==> config.mk <==
export PLATFORM = sky130hd
export DESIGN_NAME = cfgw_top
export DESIGN_NICKNAME = d
export VERILOG_FILES = /design/src/rtl/cfgw_pkg.sv /design/src/rtl/cfgw_gate.sv /design/src/rtl/cfgw_banks.sv /design/src/rtl/cfgw_top.sv
export SDC_FILE = /design/constraint.sdc
export NUM_CORES = 1
export LEC_CHECK = 0
export ABC_AREA = 1
export BUFFER_PORTS_ARGS = -buffer_cell sky130_fd_sc_hd__buf_2
export CORE_MARGIN = 5
export CORE_UTILIZATION = 55
export CTS_CLUSTER_SIZE = 28
export DETAILED_ROUTE_END_ITERATION = 8
export GPL_TIMING_DRIVEN = 0
export PLACE_DENSITY = 0.9
export REMOVE_ABC_BUFFERS = 1
export SYNTH_ARGS = -nofsm -noshare
export SYNTH_HDL_FRONTEND = slang
export SYNTH_SLANG_ARGS = --single-unit
==> constraint.sdc <==
create_clock -name clk -period 3 [get_ports clk]
set_clock_uncertainty 0.15 [all_clocks]
set_input_delay 0.15 -clock clk [delete_from_list [all_inputs] [get_ports clk]]
set_output_delay 0.15 -clock clk [all_outputs]
set_load 0.05 [all_outputs]
==> src/rtl/cfgw_pkg.sv <==
package cfgw_pkg;
  localparam logic [7:0] KEY_ENTER     = 8'h87;
  localparam logic [7:0] KEY_EXIT      = 8'hAA;
  localparam logic [7:0] IDX_LDN       = 8'h07;
  localparam logic [7:0] IDX_DEVID     = 8'h20;
  localparam logic [7:0] IDX_REV       = 8'h21;
  localparam logic [7:0] IDX_STRAP     = 8'h26;
  localparam logic [7:0] IDX_BANK_BASE = 8'h30;
  localparam logic [7:0] LOCKED_READ   = 8'hFF;

  typedef enum logic [1:0] {
    GATE_LOCKED = 2'd0,
    GATE_HALF   = 2'd1,
    GATE_OPEN   = 2'd2
  } gate_state_e;
endpackage

==> src/rtl/cfgw_gate.sv <==
module cfgw_gate
  import cfgw_pkg::*;
(
  input  logic       clk,
  input  logic       rst,
  input  logic       idx_wr,
  input  logic [7:0] wdata,
  output logic       unlocked
);
  gate_state_e state_q;

  always_ff @(posedge clk) begin
    if (rst) begin
      state_q <= GATE_LOCKED;
    end else if (idx_wr) begin
      unique case (state_q)
        GATE_LOCKED: state_q <= (wdata == KEY_ENTER) ? GATE_HALF : GATE_LOCKED;
        GATE_HALF:   state_q <= (wdata == KEY_ENTER) ? GATE_OPEN : GATE_LOCKED;
        GATE_OPEN:   state_q <= (wdata == KEY_EXIT)  ? GATE_LOCKED : GATE_OPEN;
        default:     state_q <= GATE_LOCKED;
      endcase
    end
  end

  assign unlocked = (state_q == GATE_OPEN);

  assert_open_needs_key_R2: assert property (@(posedge clk) disable iff (rst)
    $rose(unlocked) |-> $past(idx_wr && (wdata == KEY_ENTER)));

  assert_exit_relocks_R3: assert property (@(posedge clk) disable iff (rst)
    (unlocked && idx_wr && (wdata == KEY_EXIT)) |=> !unlocked);
endmodule

==> src/rtl/cfgw_banks.sv <==
module cfgw_banks
  import cfgw_pkg::*;
#(
  parameter int NBANK = 4,
  parameter int NREG  = 4
) (
  input  logic                    clk,
  input  logic                    rst,
  input  logic                    we,
  input  logic [7:0]              ldn,
  input  logic [7:0]              idx,
  input  logic [7:0]              wdata,
  output logic                    hit,
  output logic [7:0]              rd_byte,
  output logic [NBANK-1:0]        bank_en,
  output logic [NBANK*NREG*8-1:0] bank_cfg
);
  localparam int SLOTS  = NBANK * NREG;
  localparam int SEL_W  = $clog2(NBANK);
  localparam int OFF_W  = $clog2(NREG);
  localparam int FLAT_W = $clog2(SLOTS);

  logic [7:0]        regs [SLOTS];
  logic [7:0]        off8;
  logic [FLAT_W-1:0] flat;

  assign off8 = idx - IDX_BANK_BASE;
  assign hit  = (idx >= IDX_BANK_BASE) && (off8 < 8'(NREG)) && (ldn < 8'(NBANK));
  assign flat = FLAT_W'(ldn[SEL_W-1:0]) * FLAT_W'(NREG) + FLAT_W'(off8[OFF_W-1:0]);
  assign rd_byte = hit ? regs[flat] : 8'h00;

  always_ff @(posedge clk) begin
    if (rst) begin
      for (int i = 0; i < SLOTS; i++) regs[i] <= 8'h00;
    end else if (we && hit) begin
      regs[flat] <= wdata;
    end
  end

  for (genvar b = 0; b < NBANK; b++) begin : g_bank
    assign bank_en[b] = regs[b*NREG][0];
    for (genvar r = 0; r < NREG; r++) begin : g_reg
      assign bank_cfg[(b*NREG+r)*8 +: 8] = regs[b*NREG+r];
    end
  end

  assert_out_of_range_ignored_R9: assert property (@(posedge clk) disable iff (rst)
    (we && (ldn >= 8'(NBANK))) |=> $stable(bank_cfg));
endmodule

==> src/rtl/cfgw_top.sv <==
module cfgw_top
  import cfgw_pkg::*;
#(
  parameter int         NBANK   = 4,
  parameter int         NREG    = 4,
  parameter logic [7:0] DEV_ID  = 8'h5C,
  parameter logic [7:0] DEV_REV = 8'h21
) (
  input  logic                    clk,
  input  logic                    rst,
  input  logic                    base_sel,
  input  logic                    addr,
  input  logic                    wr,
  input  logic                    rd,
  input  logic [7:0]              wdata,
  output logic [7:0]              rdata,
  output logic [7:0]              ldn_sel,
  output logic [NBANK-1:0]        bank_en,
  output logic [NBANK*NREG*8-1:0] bank_cfg
);
  logic       unlocked;
  logic       idx_wr, dat_wr;
  logic [7:0] idx_q, ldn_q, rdata_q;
  logic       bank_hit;
  logic [7:0] bank_byte, rd_mux;

  assign idx_wr = wr && !addr;
  assign dat_wr = wr && addr && unlocked;

  cfgw_gate u_gate (
    .clk      (clk),
    .rst      (rst),
    .idx_wr   (idx_wr),
    .wdata    (wdata),
    .unlocked (unlocked)
  );

  cfgw_banks #(.NBANK(NBANK), .NREG(NREG)) u_banks (
    .clk      (clk),
    .rst      (rst),
    .we       (dat_wr),
    .ldn      (ldn_q),
    .idx      (idx_q),
    .wdata    (wdata),
    .hit      (bank_hit),
    .rd_byte  (bank_byte),
    .bank_en  (bank_en),
    .bank_cfg (bank_cfg)
  );

  always_ff @(posedge clk) begin
    if (rst) begin
      idx_q <= 8'h00;
      ldn_q <= 8'h00;
    end else begin
      if (idx_wr && unlocked && (wdata != KEY_EXIT)) idx_q <= wdata;
      if (dat_wr && (idx_q == IDX_LDN)) ldn_q <= wdata;
    end
  end

  always_comb begin
    if (!unlocked) begin
      rd_mux = LOCKED_READ;
    end else if (!addr) begin
      rd_mux = idx_q;
    end else begin
      unique case (idx_q)
        IDX_LDN:   rd_mux = ldn_q;
        IDX_DEVID: rd_mux = DEV_ID;
        IDX_REV:   rd_mux = DEV_REV;
        IDX_STRAP: rd_mux = {1'b0, base_sel, 6'b0};
        default:   rd_mux = bank_hit ? bank_byte : 8'h00;
      endcase
    end
  end

  always_ff @(posedge clk) begin
    if (rst)     rdata_q <= 8'h00;
    else if (rd) rdata_q <= rd_mux;
  end

  assign rdata   = rdata_q;
  assign ldn_sel = ldn_q;

  assert_locked_reads_ff_R4: assert property (@(posedge clk) disable iff (rst)
    (rd && !unlocked) |=> (rdata == 8'hFF));

  assert_locked_writes_hold_R4: assert property (@(posedge clk) disable iff (rst)
    (wr && !unlocked) |=> ($stable(bank_cfg) && $stable(ldn_sel)));

  assert_devid_read_R6: assert property (@(posedge clk) disable iff (rst)
    (rd && unlocked && addr && (idx_q == IDX_DEVID)) |=> (rdata == DEV_ID));

  assert_rdata_holds_R11: assert property (@(posedge clk) disable iff (rst)
    !rd |=> $stable(rdata));
endmodule

==> impl_metrics.json, run 1 <==
{
  "cp_data_required_time_ns": 3.14,
  "path_cells": "buf_12 > nand2_1 > nor2_1 > nand2_1 > inv_1 > nand2_1 > o21ai_0 > a21oi_1",
  "placedCellCount": 1269,
  "yosys-top-cells-count": "359 x nand2_1, 141 x nor2_1, 128 x edfxtp_1",
  "worstMarginPinSlew_ns": 1.257,
  "chipHeight_um": 129.7,
  "cts.sinks": 154,
  "rr_worst_depth": 8,
  "min_period_over_period_pct": 90.58,
  "vdd_drop_max_mv": 0.3866,
  "dp_hpwl_mm": 15.45,
  "cap_violations": 0,
  "tns_ns": 0,
  "instances_no_fill": 1311,
  "drive_above_1_share_pct": 21.84,
  "vias_per_cell": 5.340,
  "num_vias": 7001,
  "clk_latency_ns": 0.42,
  "place_area_um2": 8736,
  "synth_seq_cells": 154,
  "antenna_found_initial": 0,
  "placementRows": 43,
  "numCtsBuffers": 17,
  "power.density_nw_per_um2": 538.4,
  "n_antenna_cell": 0,
  "yosysWarnings": 0,
  "finalWorstSetupSlack_ns": 0.2826,
  "grt_max_degree": 45,
  "synthCells": 971,
  "min_path_type": "in2reg",
  "worst-path-buf-inv": 2,
  "status": "completed",
  "endpoint_kind": "flop",
  "grt_setup_unrepaired": "false",
  "synth_top_cell_area_share_pct": 48.79,
  "port_buffers": 161,
  "setup_viol_count_final": 0,
  "async_flop_share_pct": 0,
  "finalWirelength_mm": 22.53,
  "stdcell_area_um2": 9437,
  "dr.first_iter.drc_count": 792,
  "cts_max_level": 4,
  "layout.nets": 1133,
  "cpMostUsedCell": "nand2_1",
  "r2r_slack_ns": 0.28,
  "crit_type": "reg2reg",
  "startpoint_type": "flop",
  "synth-edff-count": 128,
  "synth_area_per_cell_um2": 8.114,
  "synth-seq-area-share_pct": 55.39,
  "post_drt_wl_per_cell_um": 17.18,
  "fmax_mhz": 368.0,
  "cts_tree": "built",
  "slowest_delay_ns": 0.77,
  "cp.depth": 8,
  "synthMostInstantiatedCell": "nand2_1",
  "min_path_cells": 7,
  "netlist_area_um2": 7879,
  "core_area_um2": 13990,
  "grt_pass1_wl_mm": 34.51,
  "max_slew_margin_pct": 15.92,
  "io_pins": 162,
  "ys_types": 25,
  "dr.pass1.iters": 5,
  "syn_to_final_growth_pct": 19.77,
  "power_mw": 5.081,
  "drv_slew": 0,
  "crit_fanout": 36,
  "grt_usage_pct": 27.17,
  "fin_crit_ns": 2.717,
  "first_global_vias": 6646,
  "synth_area_leader_cell": "edfxtp_1",
  "initial_core_util_pct": 56.32,
  "dp_slack_ns": -0.2939,
  "die_w_um": 129.7,
  "fp.dieArea_um2": 16820,
  "cellLeakagePower_nw": 4.730,
  "cts_setup_buffers": 0,
  "critPathTopFamily": "flip-flops",
  "ys.flop_type": "edfxtp_1",
  "crit_path_top_delay_cell": "dfxtp_2",
  "postRouteAntennaNets": 0,
  "cts.clk_slew.worst_paths_ns": 0.06,
  "grt_overflow": 0,
  "drc": 0,
  "cts_root_buffer": "clkbuf_16",
  "arrival_ns": 2.86,
  "synthTopCellsByArea": "edfxtp_1 49%, nand2_1 17%, nor2_1 6.7%",
  "hold_viol_final": 0,
  "clock_path_buffers": 2,
  "gp_congestion": 0.9306
}
routing by layer:
layer / part of all wire, % / global-route usage [%] / wire, µm
met5: 0 / 0 / 0
met4: 3.1 / 9.169 / 703
met3: 9.9 / 5.523 / 2223
met2: 49 / 46.50 / 11020
met1: 38 / 34.56 / 8583
cells by family after synthesis:
kind of cell    count (synthesis)  share of synthesized area [%]
compound gates                 71                          4.732
buf+inv                       181                          9.227
flops                         154                          55.39
simple gates                  565                          30.65
path summary, 6_finish.rpt:
path | endpoint | start
max reg2reg | ldn_sel[7] | idx_q[0]
min reg2reg | idx_q[6] | idx_q[6]
min | rdata[6] | base_sel
max | ldn_sel[7] | idx_q[0]
cells in the final DEF (no fill, tap or decap), types with 2 or more instances in the layout:
| cell | n |
|---|---|
| a21oi_1 | 34 |
| buf_12 | 2 |
| buf_2 | 161 |
| bufinv_16 | 3 |
| clkbuf_16 | 17 |
| clkinv_1 | 8 |
| clkinv_2 | 3 |
| clkinvlp_4 | 6 |
| dfxtp_1 | 24 |
| dlygate4sd3_1 | 11 |
| edfxtp_1 | 128 |
| inv_1 | 125 |
| inv_2 | 3 |
| nand2_1 | 359 |
| nand2_4 | 16 |
| nand3_1 | 3 |
| nand4_1 | 5 |
| nor2_1 | 141 |
| nor2_2 | 25 |
| nor2_4 | 5 |
| nor3_1 | 3 |
| nor4_1 | 4 |
| o21ai_0 | 30 |
| o21bai_1 | 7 |
flip-flops by register name, summed over array words and instances (netlist names):
register,cells
ldn_sel,8
idx_q,8
u_gate.state_q,2
rdata,8
u_banks.regs,128
timing repair:
item	4_1_cts	5_1_grt
hold buffers	11	0
endpoints found under the hold margin	26	0
resized for setup	1	2
endpoints found under the setup margin	38	89
worst reg2reg max path, cell delays in order (launching register included):
cell and delay, ns:
dfxtp_2 0.77, buf_12 0.29, nand2_1 0.14, nor2_1 0.14, nand2_1 0.13, inv_1 0.19
nand2_1 0.32, o21ai_0 0.37, a21oi_1 0.09
where the power goes:
group	switching [mW]	internal [mW]	total [mW]	leakage [nW]
logic	0.432	0.0965	0.528	2.93
registers	0.0410	2.38	2.42	1.53
clock network	0.842	1.29	2.14	0.269
total	1.31	3.77	5.08	4.73
metrics by stage:
| stage | hold WS, ns | utilization, % |
|---|---|---|
| 2_1_floorplan | 0.07238 | - |
| 4_1_cts | 0.1140 | 67.42 |
| 6_report | 0.1297 | 67.46 |
| 5_1_grt | 0.1784 | 67.46 |
| 3_3_place_gp | 0.1953 | 62.15 |
| 3_5_place_dp | 0.1988 | 62.45 |
final cells by class:
| type | instances | area, µm² |
|---|---|---|
| fillers | 1107 | 4552 |
| flip-flops and latches | 154 | 4369 |
| multi-input cells | 636 | 2788 |
| repair buffers | 174 | 955.9 |
| inverters | 136 | 515.5 |
| clock buffers | 18 | 429.2 |
| well taps | 180 | 225.2 |
| clock inverters | 13 | 153.9 |
(Power assumes the default switching activity.)
==> run 2: changes to the inputs <==
--- a/config.mk
+++ b/config.mk
@@ -8,11 +8,11 @@
 export ABC_AREA = 1
 export BUFFER_PORTS_ARGS = -buffer_cell sky130_fd_sc_hd__buf_2
 export CORE_MARGIN = 5
-export CORE_UTILIZATION = 55
+export CORE_UTILIZATION = 30
 export CTS_CLUSTER_SIZE = 28
 export DETAILED_ROUTE_END_ITERATION = 8
 export GPL_TIMING_DRIVEN = 0
-export PLACE_DENSITY = 0.9
+export PLACE_DENSITY = 0.59
 export REMOVE_ABC_BUFFERS = 1
 export SYNTH_ARGS = -nofsm -noshare
 export SYNTH_HDL_FRONTEND = slang
==> impl_metrics.json, run 2 (synthesis results as in run 1) <==
{
  "status": "completed",
  "first_global_vias": 6548,
  "chipHeight_um": 172.1,
  "cts.sinks": 154,
  "fp.dieArea_um2": 29600,
  "placementRows": 59,
  "grt_usage_pct": 17.59,
  "critPathTopFamily": "simple AND/OR/NAND/NOR gates",
  "cellLeakagePower_nw": 4.745,
  "antenna_found_initial": 0,
  "grt_setup_unrepaired": "false",
  "dp_slack_ns": -0.6693,
  "cap_violations": 0,
  "finalWorstSetupSlack_ns": 0.3072,
  "gp_congestion": 0.8420,
  "min_path_type": "in2reg",
  "core_area_um2": 25980,
  "crit_fanout": 10,
  "cp_data_required_time_ns": 2.92,
  "grt_max_degree": 45,
  "p_clk_share_pct": 42.0,
  "dp_hpwl_mm": 18.24,
  "die_w_um": 172.1,
  "n_antenna_cell": 0,
  "vdd_drop_max_mv": 0.3673,
  "p_seq_share_pct": 47.5,
  "power.density_nw_per_um2": 528.8,
  "arrival_ns": 2.61,
  "top_register": "u_banks.regs",
  "cts.clk_slew.worst_paths_ns": 0.06,
  "port_buffers": 161,
  "pwr-share-comb_pct": 10.5,
  "whs_ns": 0.07895,
  "post_drt_wl_per_cell_um": 17.65,
  "min_period_over_period_pct": 89.76,
  "cp.depth": 8,
  "dr.first_iter.drc_count": 455,
  "largest_reg_flops": 128,
  "startpoint_type": "primary input",
  "cell_internal_pwr_mw": 3.645,
  "path_cells": "dlygate4sd3_1 > buf_2 > inv_2 > nor4_2 > nand3_4 > nor2_4 > nand2_4 > nand2_1",
  "worstMarginPinSlew_ns": 1.392,
  "worst-path-buf-inv": 3,
  "final_cell_mix": "359 x nand2_1, 161 x buf_2, 141 x nor2_1, 128 x edfxtp_1, 126 x inv_1",
  "power_mw": 5.090,
  "min_path_cells": 6,
  "num_vias": 6675,
  "busiest_layer": "met2",
  "use_met3_pct": 2.629,
  "cts_root_buffer": "clkbuf_16",
  "register_area_um2": 4372,
  "finalWirelength_mm": 25.90,
  "clock_path_buffers": 2,
  "drive_above_1_share_pct": 22.08,
  "fillCellCount": 2777,
  "cts_tree": "built",
  "drv_slew": 0,
  "final_common_cell": "nand2_1",
  "postRouteAntennaNets": 0,
  "met2_usage_pct": 29.18,
  "drc": 0,
  "gr-usage-met1_pct": 23.91,
  "crit_path_top_delay_cell": "dlygate4sd3_1",
  "fin_crit_ns": 2.693,
  "io_pins": 162,
  "syn_to_final_growth_pct": 22.19,
  "clk_latency_ns": 0.43,
  "hold_viol_final": 0,
  "cts_max_level": 4,
  "grt_pass1_wl_mm": 38.63,
  "power.switching_mw": 1.446,
  "switching_share_pct": 28.40,
  "rr_worst_depth": 6,
  "crit_type": "in2reg",
  "slowest_delay_ns": 0.53,
  "endpoint_kind": "flop",
  "multiInputGateArea_um2": 2788,
  "numCtsBuffers": 17,
  "vias_per_cell": 4.550,
  "setup_viol_count_final": 0,
  "fmax_mhz": 371.4,
  "dr.pass1.iters": 5,
  "grt_overflow": 0,
  "layout.nets": 1133,
  "max_slew_margin_pct": 7.115,
  "initial_core_util_pct": 30.32
}
run 2: changes by cell type in the layout (fill, tap and decap cells not counted), moves of 2 or more:
cell | previous run | this run
clkinvlp_4 | 6 | 3
inv_8 | 0 | 3
inv_6 | 0 | 6
clkinv_1 | 8 | 6
bufinv_16 | 3 | 1
run 2: tightest hold or removal path, delay by kind of cell:
kind	cells	cell delay, ns
simple gates	4	0.29
buf+inv	2	0.17
run 2: repair_timing:
action,4_1_cts,5_1_grt
hold endpoints to repair,26,0
resized for setup,2,2
hold buffers,11,0
setup endpoints to repair,104,24
buffers inserted,1,0
run 2: through the flow:
stage | instances | cell area (µm²) | util [%] | TNS, ns
floorplan | 926 | 7662 | - | -40.91
global placement | 1422 | 8887 | 34.20 | -410.71
detailed placement | 1423 | 8912 | 34.30 | -36.77
CTS | 1467 | 9624 | 37.04 | 0
global route | 1467 | 9627 | 37.05 | 0
finish | 1467 | 9627 | 37.05 | 0
run 2: worst paths after layout:
path / startpoint / to / slack, ns
max: addr / u_banks.regs[15][6] / 0.31
min: wr / u_gate.state_q[0] / 0.08
max reg2reg: idx_q[0] / u_banks.regs[10][6] / 0.33
min reg2reg: idx_q[7] / idx_q[7] / 0.36
run 2: per-layer routing:
metal  up-vias  part of all wire [%]
met1      3128                    45
met4         0                   1.5
met3        22                   5.9
met5         -                     0
met2       233                    48
li1       3292                     -
run 2: final cells by class:
class	count	area share, %
clock buffers	17	4.419
clock inverters	15	1.586
inverters	136	5.342
multi-input cells	636	28.96
flip-flops and latches	154	45.41
well taps	335	4.354
repair buffers	174	9.930
run 2: power by group through the flow:
stage,sequential [mW],combinational (mW),clock [mW]
floorplan,2.71,0.119,0
global placement,2.47,0.525,0
detailed placement,2.46,0.529,0
CTS,2.42,0.541,2.17
global route,2.43,0.569,2.25
finish,2.42,0.536,2.14
==> run 3: changes to the inputs <==
==> constraint.sdc (replaced) <==
create_clock -name clk -period 2.95 [get_ports clk]
set_clock_uncertainty 0.15 [all_clocks]
set_input_delay 0.295 -clock clk [delete_from_list [all_inputs] [get_ports clk]]
set_output_delay 0.295 -clock clk [all_outputs]
set_load 0.05 [all_outputs]
==> impl_metrics.json, run 3 (synthesis results as in run 1) <==
{
  "post_drt_wl_per_cell_um": 17.72,
  "cp_data_required_time_ns": 2.87,
  "fmax_mhz": 369.8,
  "place_area_um2": 8912,
  "status": "completed",
  "critPathTopFamily": "simple AND/OR/NAND/NOR gates",
  "tns_ns": 0,
  "layout.nets": 1123,
  "largest_reg_flops": 128,
  "register_area_um2": 4372,
  "cellLeakagePower_nw": 4.703,
  "crit_type": "in2reg",
  "clk_latency_ns": 0.43,
  "first_global_vias": 6518,
  "path_cells": "buf_2 > inv_1 > nand3_4 > nor2_4 > nand2_4 > nand2_1",
  "grt_setup_unrepaired": "false",
  "drc": 0,
  "vdd_drop_max_mv": 0.3728,
  "core_area_um2": 25980,
  "hold_viol_final": 0,
  "startpoint_type": "primary input",
  "numCtsBuffers": 17,
  "power.density_nw_per_um2": 542.4,
  "n_antenna_cell": 0,
  "crit_path_top_delay_cell": "inv_1",
  "drive_above_1_share_pct": 22.28,
  "initial_core_util_pct": 30.32,
  "instances_no_fill": 1457,
  "clock_path_buffers": 2,
  "grt_usage_pct": 17.52,
  "stdcell_area_um2": 9527,
  "whs_ns": 0.03796,
  "cts_root_buffer": "clkbuf_16",
  "arrival_ns": 2.63,
  "final_common_cell": "nand2_1",
  "cts_tree": "built",
  "power_mw": 5.168,
  "final_cell_mix": "359 x nand2_1, 161 x buf_2, 141 x nor2_1, 128 x edfxtp_1, 126 x inv_1",
  "slowest_delay_ns": 0.96,
  "fillCellCount": 2788,
  "finalWirelength_mm": 25.82,
  "die_w_um": 172.1,
  "min_path_type": "in2reg",
  "dr.first_iter.drc_count": 458,
  "worst-path-buf-inv": 2,
  "cts.sinks": 154,
  "postRouteAntennaNets": 0,
  "chipHeight_um": 172.1,
  "dp_hpwl_mm": 18.24,
  "port_buffers": 161,
  "grt_overflow": 0,
  "setup_viol_count_final": 0,
  "cap_violations": 0,
  "dr.pass1.iters": 5,
  "cts_max_level": 4,
  "fp.dieArea_um2": 29600,
  "num_vias": 6629,
  "placementRows": 59,
  "antenna_found_initial": 0,
  "worstMarginPinSlew_ns": 1.366,
  "max_slew_margin_pct": 8.826,
  "grt_max_degree": 45,
  "fin_crit_ns": 2.705,
  "io_pins": 162,
  "min_period_over_period_pct": 91.68,
  "syn_to_final_growth_pct": 20.91,
  "drv_slew": 0,
  "gp_congestion": 0.8420,
  "endpoint_kind": "flop",
  "crit_fanout": 41,
  "placedCellCount": 1423,
  "vias_per_cell": 4.550,
  "cts.clk_slew.worst_paths_ns": 0.06,
  "multiInputGateArea_um2": 2788,
  "grt_pass1_wl_mm": 38.47,
  "top_register": "u_banks.regs"
}
run 3: cell count changes in the layout (fill, tap and decap cells not counted):
cell | before | now
dlygate4sd3_1 | 11 | 1
run 3: worst paths after layout:
kind	slack, ns	start	end	cells after the start
max	0.25	rst	u_banks.regs[15][3]	6
min reg2reg	0.35	idx_q[7]	idx_q[7]	2
max reg2reg	0.28	idx_q[1]	u_banks.regs[13][5]	5
min	0.04	wdata[6]	idx_q[6]	3
run 3: worst register-to-register path: cells and delay by family, from the launching register on:
family	cells	cell delay, ns
and+or+nand+nor	4	0.86
DFF	1	0.71
buffers and inverters	1	0.57
run 3: cell type report:
type                            count  area share [%]
Sequential cell                   154           45.89
Tap cell                          335           4.400
Clock inverter                     15           1.602
Multi-Input combinational cell    636           29.26
Inverter                          136           5.398
Clock buffer                       17           4.465
Timing Repair Buffer              164           8.983
run 3: metal layers:
layer | share of wire (%) | global-route usage, % | up-vias
met3 | 6.2 | 2.629 | 23
met1 | 45 | 23.82 | 3106
met5 | 0 | 0 | -
met4 | 1.5 | 5.297 | 0
met2 | 48 | 29.04 | 230
li1 | - | - | 3270
run 3: metrics by stage:
step / setup WS, ns / utilization [%]
2_1_floorplan: -0.7674 / -
3_3_place_gp: -3.319 / 34.20
3_5_place_dp: -0.7193 / 34.30
4_1_cts: 0.1876 / 36.66
5_1_grt: 0.09740 / 36.66
6_report: 0.2455 / 36.66
run 3: repair_timing:
item | in CTS | in global routing
gates resized for setup | 3 | 0
endpoints found under the hold margin | 2 | 0
setup buffers | 1 | 0
hold buffers | 1 | 0
endpoints found under the setup margin | 104 | 0
run 3: where the power goes:
group	total (mW)	internal, mW	switching [mW]
logic	0.534	0.0896	0.445
clock network	2.18	1.19	0.982
registers	2.46	2.41	0.0434
total	5.17	3.70	1.47
